$ cat config.mk
export PLATFORM = sky130hd
export DESIGN_NAME = uart_regfront
export DESIGN_NICKNAME = d
export VERILOG_FILES = /design/src/rtl/uart_regfront_pkg.sv /design/src/rtl/uart_rx_hold.sv /design/src/rtl/uart_ctrl_regs.sv /design/src/rtl/uart_tx_port.sv /design/src/rtl/uart_irq_gen.sv /design/src/rtl/uart_regfront.sv
export SDC_FILE = /design/constraint.sdc
export NUM_CORES = 1
export LEC_CHECK = 0
export BUFFER_PORTS_ARGS = -buffer_cell sky130_fd_sc_hd__buf_4
export CAP_MARGIN = 20
export CORE_MARGIN = 10
export CORE_UTILIZATION = 40
export DETAILED_ROUTE_END_ITERATION = 12
export MAX_ROUTING_LAYER = met4
export SLEW_MARGIN = 20
export SYNTH_ARGS = -nofsm -noshare
export SYNTH_HDL_FRONTEND = slang
export SYNTH_SLANG_ARGS = --single-unit
$ cat constraint.sdc
create_clock -name clk -period 3.7 [get_ports clk]
set_clock_uncertainty 0.2 [all_clocks]
set_input_delay 0.74 -clock clk [delete_from_list [all_inputs] [get_ports clk]]
set_output_delay 0.74 -clock clk [all_outputs]
set_load 0.05 [all_outputs]
$ cat src/rtl/uart_regfront_pkg.sv
package uart_regfront_pkg;
    localparam int REG_W  = 16;
    localparam int ADDR_W = 8;
    localparam int BYTE_W = 8;

    // Word indices
    localparam logic [ADDR_W-1:0] A_RXD   = 8'h00;
    localparam logic [ADDR_W-1:0] A_TXD   = 8'h10;
    localparam logic [ADDR_W-1:0] A_CTL1  = 8'h20;
    localparam logic [ADDR_W-1:0] A_CTL2  = 8'h21;
    localparam logic [ADDR_W-1:0] A_CTL3  = 8'h22;
    localparam logic [ADDR_W-1:0] A_CTL4  = 8'h23;
    localparam logic [ADDR_W-1:0] A_FIFO  = 8'h24;
    localparam logic [ADDR_W-1:0] A_STA1  = 8'h25;
    localparam logic [ADDR_W-1:0] A_STA2  = 8'h26;
    localparam logic [ADDR_W-1:0] A_BINC  = 8'h29;
    localparam logic [ADDR_W-1:0] A_BMOD  = 8'h2A;
    localparam logic [ADDR_W-1:0] A_BCNT  = 8'h2B;
    localparam logic [ADDR_W-1:0] A_MSEC  = 8'h2C;
    localparam logic [ADDR_W-1:0] A_TEST  = 8'h2D;

    // Bit positions
    localparam int S1_RXRDY   = 9;
    localparam int S1_TXRDY   = 13;
    localparam int S2_DATRDY  = 0;
    localparam int C1_TXE_EN  = 6;
    localparam int C1_RX_EN   = 9;
    localparam int C1_TX_EN   = 13;
    localparam int C2_RUN     = 0;
    localparam int C2_TXON    = 2;
    localparam int T_RXEMPTY  = 5;
    localparam int WORD_VALID = 15;

    // Reset values and masks
    localparam logic [REG_W-1:0] RST_STA1  = 16'h6040;
    localparam logic [REG_W-1:0] RST_STA2  = 16'h4028;
    localparam logic [REG_W-1:0] TEST_BASE = 16'h0040;
    localparam logic [REG_W-1:0] RST_CTL2  = 16'h0001;
    localparam logic [REG_W-1:0] RST_CTL3  = 16'h0700;
    localparam logic [REG_W-1:0] RST_BCNT  = 16'h0004;
    localparam logic [REG_W-1:0] RST_RXW   = 16'h4000;
    localparam logic [REG_W-1:0] BRK_WORD  = 16'h0800;
    localparam logic [REG_W-1:0] W1C_STA1  = 16'h9DB0;
    localparam logic [REG_W-1:0] W1C_STA2  = 16'hBDD6;

    typedef enum logic {
        RX_EMPTY = 1'b0,
        RX_FULL  = 1'b1
    } rx_state_e;
endpackage

$ cat src/rtl/uart_rx_hold.sv
module uart_rx_hold
    import uart_regfront_pkg::*;
(
    input  logic              clk,
    input  logic              rst_n,
    input  logic              srst,
    input  logic              drain,
    input  logic              rx_valid,
    input  logic [BYTE_W-1:0] rx_data,
    input  logic              rx_brk,
    output logic              full,
    output logic [REG_W-1:0]  word
);
    rx_state_e         state_q, state_d;
    logic [REG_W-1:0]  word_q;
    logic              capture;

    assign capture = (state_q == RX_EMPTY) && rx_valid && !srst;

    always_comb begin
        state_d = state_q;
        unique case (state_q)
            RX_EMPTY: if (rx_valid) state_d = RX_FULL;
            RX_FULL:  if (drain)    state_d = RX_EMPTY;
        endcase
        if (srst) state_d = RX_EMPTY;
    end

    always_ff @(posedge clk or negedge rst_n) begin
        if (!rst_n) begin
            state_q <= RX_EMPTY;
            word_q  <= RST_RXW;
        end else begin
            state_q <= state_d;
            if (srst)
                word_q <= RST_RXW;
            else if (capture)
                word_q <= rx_brk ? BRK_WORD : {{(REG_W-BYTE_W){1'b0}}, rx_data};
        end
    end

    always_comb begin
        full = (state_q == RX_FULL);
        word = word_q;
    end

    AST_RX_HELD: assert property (@(posedge clk) disable iff (!rst_n)
        (full && !drain && !srst) |=> (full && $stable(word)));
endmodule

$ cat src/rtl/uart_ctrl_regs.sv
module uart_ctrl_regs
    import uart_regfront_pkg::*;
#(
    parameter int BUS_W = 32
)(
    input  logic              clk,
    input  logic              rst_n,
    input  logic              wr,
    input  logic [ADDR_W-1:0] addr,
    input  logic [BUS_W-1:0]  wdata,
    input  logic              full,
    input  logic [REG_W-1:0]  rx_word,
    output logic              srst,
    output logic [BUS_W-1:0]  rdata,
    output logic [REG_W-1:0]  ctl1,
    output logic [REG_W-1:0]  ctl2,
    output logic [REG_W-1:0]  sta1_view
);
    localparam int HI_W = BUS_W - REG_W;

    logic [REG_W-1:0] wd;
    logic             unused_hi;
    logic [REG_W-1:0] ctl1_q, ctl2_q, ctl3_q, fifo_q, msec_q, bmod_q, bcnt_q;
    logic [REG_W-1:0] sta1_q, sta2_q;
    logic [REG_W-1:0] sta2_view, test_view, rv;

    assign wd        = wdata[REG_W-1:0];
    assign unused_hi = ^wdata[BUS_W-1:REG_W];
    assign srst      = wr && (addr == A_CTL2) && !wd[C2_RUN];

    always_ff @(posedge clk or negedge rst_n) begin
        if (!rst_n) begin
            ctl1_q <= '0;       ctl2_q <= RST_CTL2; ctl3_q <= RST_CTL3;
            fifo_q <= '0;       msec_q <= '0;
            bmod_q <= '0;       bcnt_q <= RST_BCNT;
            sta1_q <= RST_STA1; sta2_q <= RST_STA2;
        end else if (srst) begin
            ctl1_q <= '0;       ctl2_q <= wd | RST_CTL2; ctl3_q <= RST_CTL3;
            fifo_q <= '0;       msec_q <= '0;
            bmod_q <= '0;       bcnt_q <= RST_BCNT;
            sta1_q <= RST_STA1; sta2_q <= RST_STA2;
        end else if (wr) begin
            case (addr)
                A_CTL1: ctl1_q <= wd;
                A_CTL2: ctl2_q <= wd;
                A_CTL3: ctl3_q <= wd;
                A_FIFO: fifo_q <= wd;
                A_MSEC: msec_q <= wd;
                A_BMOD: bmod_q <= wd;
                A_BINC: bcnt_q <= wd;
                A_STA1: sta1_q <= sta1_q & ~(wd & W1C_STA1);
                A_STA2: sta2_q <= sta2_q & ~(wd & W1C_STA2);
                default: ;
            endcase
        end
    end

    always_comb begin
        sta1_view = sta1_q | (REG_W'(full) << S1_RXRDY);
        sta2_view = sta2_q | (REG_W'(full) << S2_DATRDY);
        test_view = TEST_BASE | (REG_W'(!full) << T_RXEMPTY);
        rv = '0;
        case (addr)
            A_RXD:  rv = rx_word | (REG_W'(full) << WORD_VALID);
            A_CTL1: rv = ctl1_q;
            A_CTL2: rv = ctl2_q;
            A_CTL3: rv = ctl3_q;
            A_FIFO: rv = fifo_q;
            A_STA1: rv = sta1_view;
            A_STA2: rv = sta2_view;
            A_BMOD: rv = bmod_q;
            A_BCNT: rv = bcnt_q;
            A_MSEC: rv = msec_q;
            A_TEST: rv = test_view;
            default: rv = '0;
        endcase
        rdata = {{HI_W{1'b0}}, rv};
        ctl1  = ctl1_q;
        ctl2  = ctl2_q;
    end

    AST_RUN_BIT_SET: assert property (@(posedge clk) disable iff (!rst_n)
        1'b1 |=> ctl2_q[C2_RUN]);
    AST_STA1_RO_BITS: assert property (@(posedge clk) disable iff (!rst_n)
        !srst |=> ((sta1_q & ~W1C_STA1) == $past(sta1_q & ~W1C_STA1)));
    AST_STA2_RO_BITS: assert property (@(posedge clk) disable iff (!rst_n)
        !srst |=> ((sta2_q & ~W1C_STA2) == $past(sta2_q & ~W1C_STA2)));
endmodule

$ cat src/rtl/uart_tx_port.sv
module uart_tx_port
    import uart_regfront_pkg::*;
(
    input  logic              clk,
    input  logic              rst_n,
    input  logic              send,
    input  logic              tx_on,
    input  logic [BYTE_W-1:0] din,
    output logic              strobe,
    output logic [BYTE_W-1:0] dout
);
    always_ff @(posedge clk or negedge rst_n) begin
        if (!rst_n) begin
            strobe <= 1'b0;
            dout   <= '0;
        end else begin
            strobe <= send && tx_on;
            if (send && tx_on) dout <= din;
        end
    end
endmodule

$ cat src/rtl/uart_irq_gen.sv
module uart_irq_gen
    import uart_regfront_pkg::*;
(
    input  logic             clk,
    input  logic             rst_n,
    input  logic [REG_W-1:0] ctl1,
    input  logic [REG_W-1:0] sta1,
    output logic             irq
);
    logic rx_term, tx_term;

    always_comb begin
        rx_term = sta1[S1_RXRDY] && ctl1[C1_RX_EN];
        tx_term = sta1[S1_TXRDY] && ctl1[C1_TX_EN] && ctl1[C1_TXE_EN];
    end

    always_ff @(posedge clk or negedge rst_n) begin
        if (!rst_n) irq <= 1'b0;
        else        irq <= rx_term || tx_term;
    end
endmodule

$ cat src/rtl/uart_regfront.sv
module uart_regfront
    import uart_regfront_pkg::*;
#(
    parameter int BUS_W = 32
)(
    input  logic              clk,
    input  logic              rst_n,
    input  logic              bus_wr,
    input  logic              bus_rd,
    input  logic [7:0]        bus_addr,
    input  logic [BUS_W-1:0]  bus_wdata,
    output logic [BUS_W-1:0]  bus_rdata,
    input  logic              rx_valid,
    input  logic [7:0]        rx_data,
    input  logic              rx_brk,
    output logic              rx_ready,
    output logic              tx_strobe,
    output logic [7:0]        tx_byte,
    output logic              irq
);
    logic             srst, full, drain, send;
    logic [REG_W-1:0] rx_word, ctl1, ctl2, sta1_view;

    assign drain    = bus_rd && (bus_addr == A_RXD);
    assign send     = bus_wr && (bus_addr == A_TXD);
    assign rx_ready = !full;

    uart_rx_hold i_rx (
        .clk(clk), .rst_n(rst_n), .srst(srst), .drain(drain),
        .rx_valid(rx_valid), .rx_data(rx_data), .rx_brk(rx_brk),
        .full(full), .word(rx_word)
    );

    uart_ctrl_regs #(.BUS_W(BUS_W)) i_regs (
        .clk(clk), .rst_n(rst_n), .wr(bus_wr), .addr(bus_addr),
        .wdata(bus_wdata), .full(full), .rx_word(rx_word), .srst(srst),
        .rdata(bus_rdata), .ctl1(ctl1), .ctl2(ctl2), .sta1_view(sta1_view)
    );

    uart_tx_port i_tx (
        .clk(clk), .rst_n(rst_n), .send(send), .tx_on(ctl2[C2_TXON]),
        .din(bus_wdata[7:0]), .strobe(tx_strobe), .dout(tx_byte)
    );

    uart_irq_gen i_irq (
        .clk(clk), .rst_n(rst_n), .ctl1(ctl1), .sta1(sta1_view), .irq(irq)
    );

    AST_RX_TAKEN: assert property (@(posedge clk) disable iff (!rst_n)
        (rx_valid && rx_ready && !srst) |=> !rx_ready);
    AST_RX_DRAINED: assert property (@(posedge clk) disable iff (!rst_n)
        (drain && !rx_ready) |=> rx_ready);
    AST_TX_GATED: assert property (@(posedge clk) disable iff (!rst_n)
        tx_strobe |-> $past(send && ctl2[C2_TXON]));
    AST_IRQ_CAUSE: assert property (@(posedge clk) disable iff (!rst_n)
        irq |-> $past((ctl1[C1_RX_EN] && !rx_ready) ||
                      (ctl1[C1_TX_EN] && ctl1[C1_TXE_EN] && sta1_view[S1_TXRDY])));
endmodule

==> flow_summary.json <==
{
  "grt_max_degree": 78,
  "routed_via_density": 5.71,
  "stdcell_count": 1154,
  "seq_area_frac_synth": 0.495,
  "wl_per_cell_um": 22.4,
  "final.setup.tns_ns": 0,
  "synth_seq_cells": 154,
  "worstPathCellList": "buf_4, or4b_4, nor3_1, buf_4, a222oi_1, o211ai_1, buf_4",
  "drt_iter0_drc": 693,
  "area_delta_synth_final_pct": 20.5,
  "htree_levels": 4,
  "die_w_um": 160,
  "synth_edf_count": 0,
  "status": "finished clean",
  "synthAdderAreaFrac": 0,
  "syn_area_um2": 7800,
  "synth_top_family_by_area": "simple AND/OR/NAND/NOR gates",
  "critPathMaxFanout": 7,
  "end_kind": "primary output",
  "multi_input_comb_area_um2": 3570,
  "min_period_over_period": 0.995,
  "synth-simple-area-share": 0.211,
  "ant_nets": 0,
  "cts-buffers-inserted": 17,
  "cts_setup_buffers": 0,
  "io_pins": 97,
  "slew_viol_final": 0,
  "grt_overflow_total": 0,
  "die_h_um": 160,
  "final_area_um2": 9400,
  "io_buffers": 64,
  "grt_usage": 0.206,
  "r2r_slack_ns": 1.87,
  "antenna_found_initial": 1,
  "hold_viol": 0,
  "ff_latch_area_um2": 3860,
  "cts_tree": "yes",
  "crit_family": "simple AND/OR/NAND/NOR gates",
  "clkLatencyLatePin_ns": 0.42,
  "start_util": 0.403,
  "max-slew-margin-rel": 0.501,
  "yosysWarnings": 0,
  "dpl-instance-area_um2": 8760,
  "clock_sinks": 154,
  "synthFlopType": "dfrtp_1",
  "synth_cells": 806,
  "dp.final_hpwl_um": 17300,
  "firstDrtPassIters": 6,
  "synth-compound-area-share": 0.129,
  "clock_path_buffers": 2,
  "cp_slowest_stage_delay_ns": 0.61,
  "timing.fmax_mhz": 272,
  "worst_pin_slew_ns": 0.748,
  "cts-root-buf": "clkbuf_16",
  "dp.cells": 1122,
  "fillCellCount": 1876,
  "rsz0062_at_grt": "false",
  "layout.nets": 930,
  "setup_viol": 0,
  "holdWs_ns": 0.137,
  "cpMostUsedCell": "buf_4",
  "core_um2": 19300,
  "synth_xor_area_frac": 0,
  "cap_viol_max_count": 0,
  "clkTransAtPathRegs_ns": 0.07,
  "num_rows": 51,
  "avgSynthCellArea_um2": 9.68,
  "slowest_stage": "or4b_4",
  "die-area_um2": 25500,
  "wl_um": 25800,
  "drc": 0,
  "grt_pass1_wl_um": 40000,
  "p_leak_nw": 4.42,
  "hold_class": "in2async",
  "worst-setup-path-type": "in2out",
  "ys_async_sr_fraction": 1.00,
  "critical_path_arrival_ns": 2.74,
  "grt_pass1_vias": 6470,
  "powerDensity_nw_per_um2": 434,
  "gp_congestion": 0.920,
  "layout_setup_ws_ns": 0.0192,
  "vias": 6587,
  "cp-start-kind": "input pin",
  "ys_types": 62,
  "crit_buf_inv": 3,
  "post-route-min-period_ns": 3.68,
  "pre_cts_ws_ns": 0.0974,
  "drive_above_1_share": 0.242,
  "ir_drop_uv": 296,
  "synth_mux_area_frac": 0.106,
  "required_ns": 2.76
}
[Yosys cell counts (3+ instances only)]
cell,n,area [µm²]
dfrtp_1,146,3650
nand4b_1,6,52.6
mux2i_1,41,410
inv_1,4,15.0
o21ai_0,4,20.0
nor4_4,3,63.8
a32oi_1,4,35.0
nand4_1,15,93.8
o221ai_1,3,26.3
and4_1,4,35.0
nand3_1,19,95.1
nor2b_1,5,31.3
nor2_1,54,203
buf_4,16,120
o2bb2ai_1,4,35.0
o22a_1,3,26.3
a21o_1,4,30.0
a21oi_1,82,410
a222oi_1,9,90.1
o211ai_1,6,45.0
dfstp_2,8,210
a22oi_1,8,60.1
buf_2,19,95.1
and3_1,24,150
buf_1,3,11.3
mux2_2,36,405
a22o_1,12,105
nand2b_1,8,50.1
nand2_1,149,559
nor3b_1,11,82.6
clkbuf_1,50,188
nor3_1,6,30.0
[final cells by class]
type                            instances  share of cell area
Antenna cell                            1            0.000266
Tap cell                              265              0.0353
Timing Repair Buffer                  126               0.105
Sequential cell                       154               0.411
Clock buffer                           19              0.0461
Multi-Input combinational cell        573               0.379
Clock inverter                         12              0.0212
Inverter                                4             0.00160
[where the power goes]
group / internal (mW) / leakage, nW / total [mW] / switching (mW)
Sequential: 1.77 / 2.09 / 1.81 / 0.0476
Combinational: 0.124 / 2.03 / 0.360 / 0.236
Clock: 1.19 / 0.307 / 1.90 / 0.711
Total: 3.08 / 4.42 / 4.08 / 0.995
[logic make-up (layout without fill, tap and decap cells)]
logic type	Yosys count	after routing
compound gates	154	154
buf+inv	94	161
flops	154	154
mux	78	78
other cells	1	17
simple gates	325	325
[path summary, 6_finish.rpt]
path	startpoint	end	cells after the start
hold / removal	rst_n	i_tx.dout[5]	1
setup / recovery	bus_addr[4]	bus_rdata[2]	7
hold reg to reg	i_regs.ctl3_q[8]	i_regs.ctl3_q[8]	2
setup reg to reg	i_rx.full	i_rx.word[1]	4
max in group asynchronous	rst_n	i_regs.ctl3_q[9]	2
min in group clk	i_regs.ctl3_q[8]	i_regs.ctl3_q[8]	2
[worst reg2reg max path, stage by stage (launching register included)]
cell and delay, ns:
dfrtp_1 0.53, nand2b_1 0.51, nor3b_1 0.36, a21oi_1 0.07, nor2_1 0.10
[stage by stage]
stage           util  power [mW]
4_1_cts        0.486        4.11
3_3_place_gp   0.453        2.19
3_5_place_dp   0.453        2.20
6_report       0.486        4.08
2_1_floorplan      -        2.04
5_1_grt        0.486        4.22
[metal layers]
layer	track usage	share of wire	up-vias
met1	0.274	0.45	3324
met3	0.0463	0.067	38
met5	-	0	-
met2	0.309	0.46	262
met4	0.0628	0.019	0
li1	-	-	2963
[flip-flops by register name, indices dropped and copies added (netlist names), 8 cells and up]
register       count
i_regs.bmod_q     16
i_rx.word         10
i_regs.ctl1       16
i_regs.bcnt_q     16
i_regs.sta2_q     12
i_regs.sta1_q      9
i_regs.ctl2       16
i_regs.ctl3_q     16
i_tx.dout          8
i_regs.fifo_q     16
i_regs.msec_q     16
[timing repair]
item	in CTS	in global routing
hold buffers	0	0
resized for setup	0	1
setup endpoints to repair	0	1
hold endpoints to repair	0	0
[layout by cell type, fill, tap and decap left out, types with 9 or more instances in the layout]
cell type,instances
a21oi_1,82
a222oi_1,9
a22o_1,12
and3_1,24
buf_4,122
clkbuf_16,17
conb_1,16
dfrtp_1,146
mux2_2,36
mux2i_1,41
nand2_1,149
nand3_1,19
nand4_1,15
nor2_1,52
nor3b_1,11
Power figures use the tool's default switching activity.
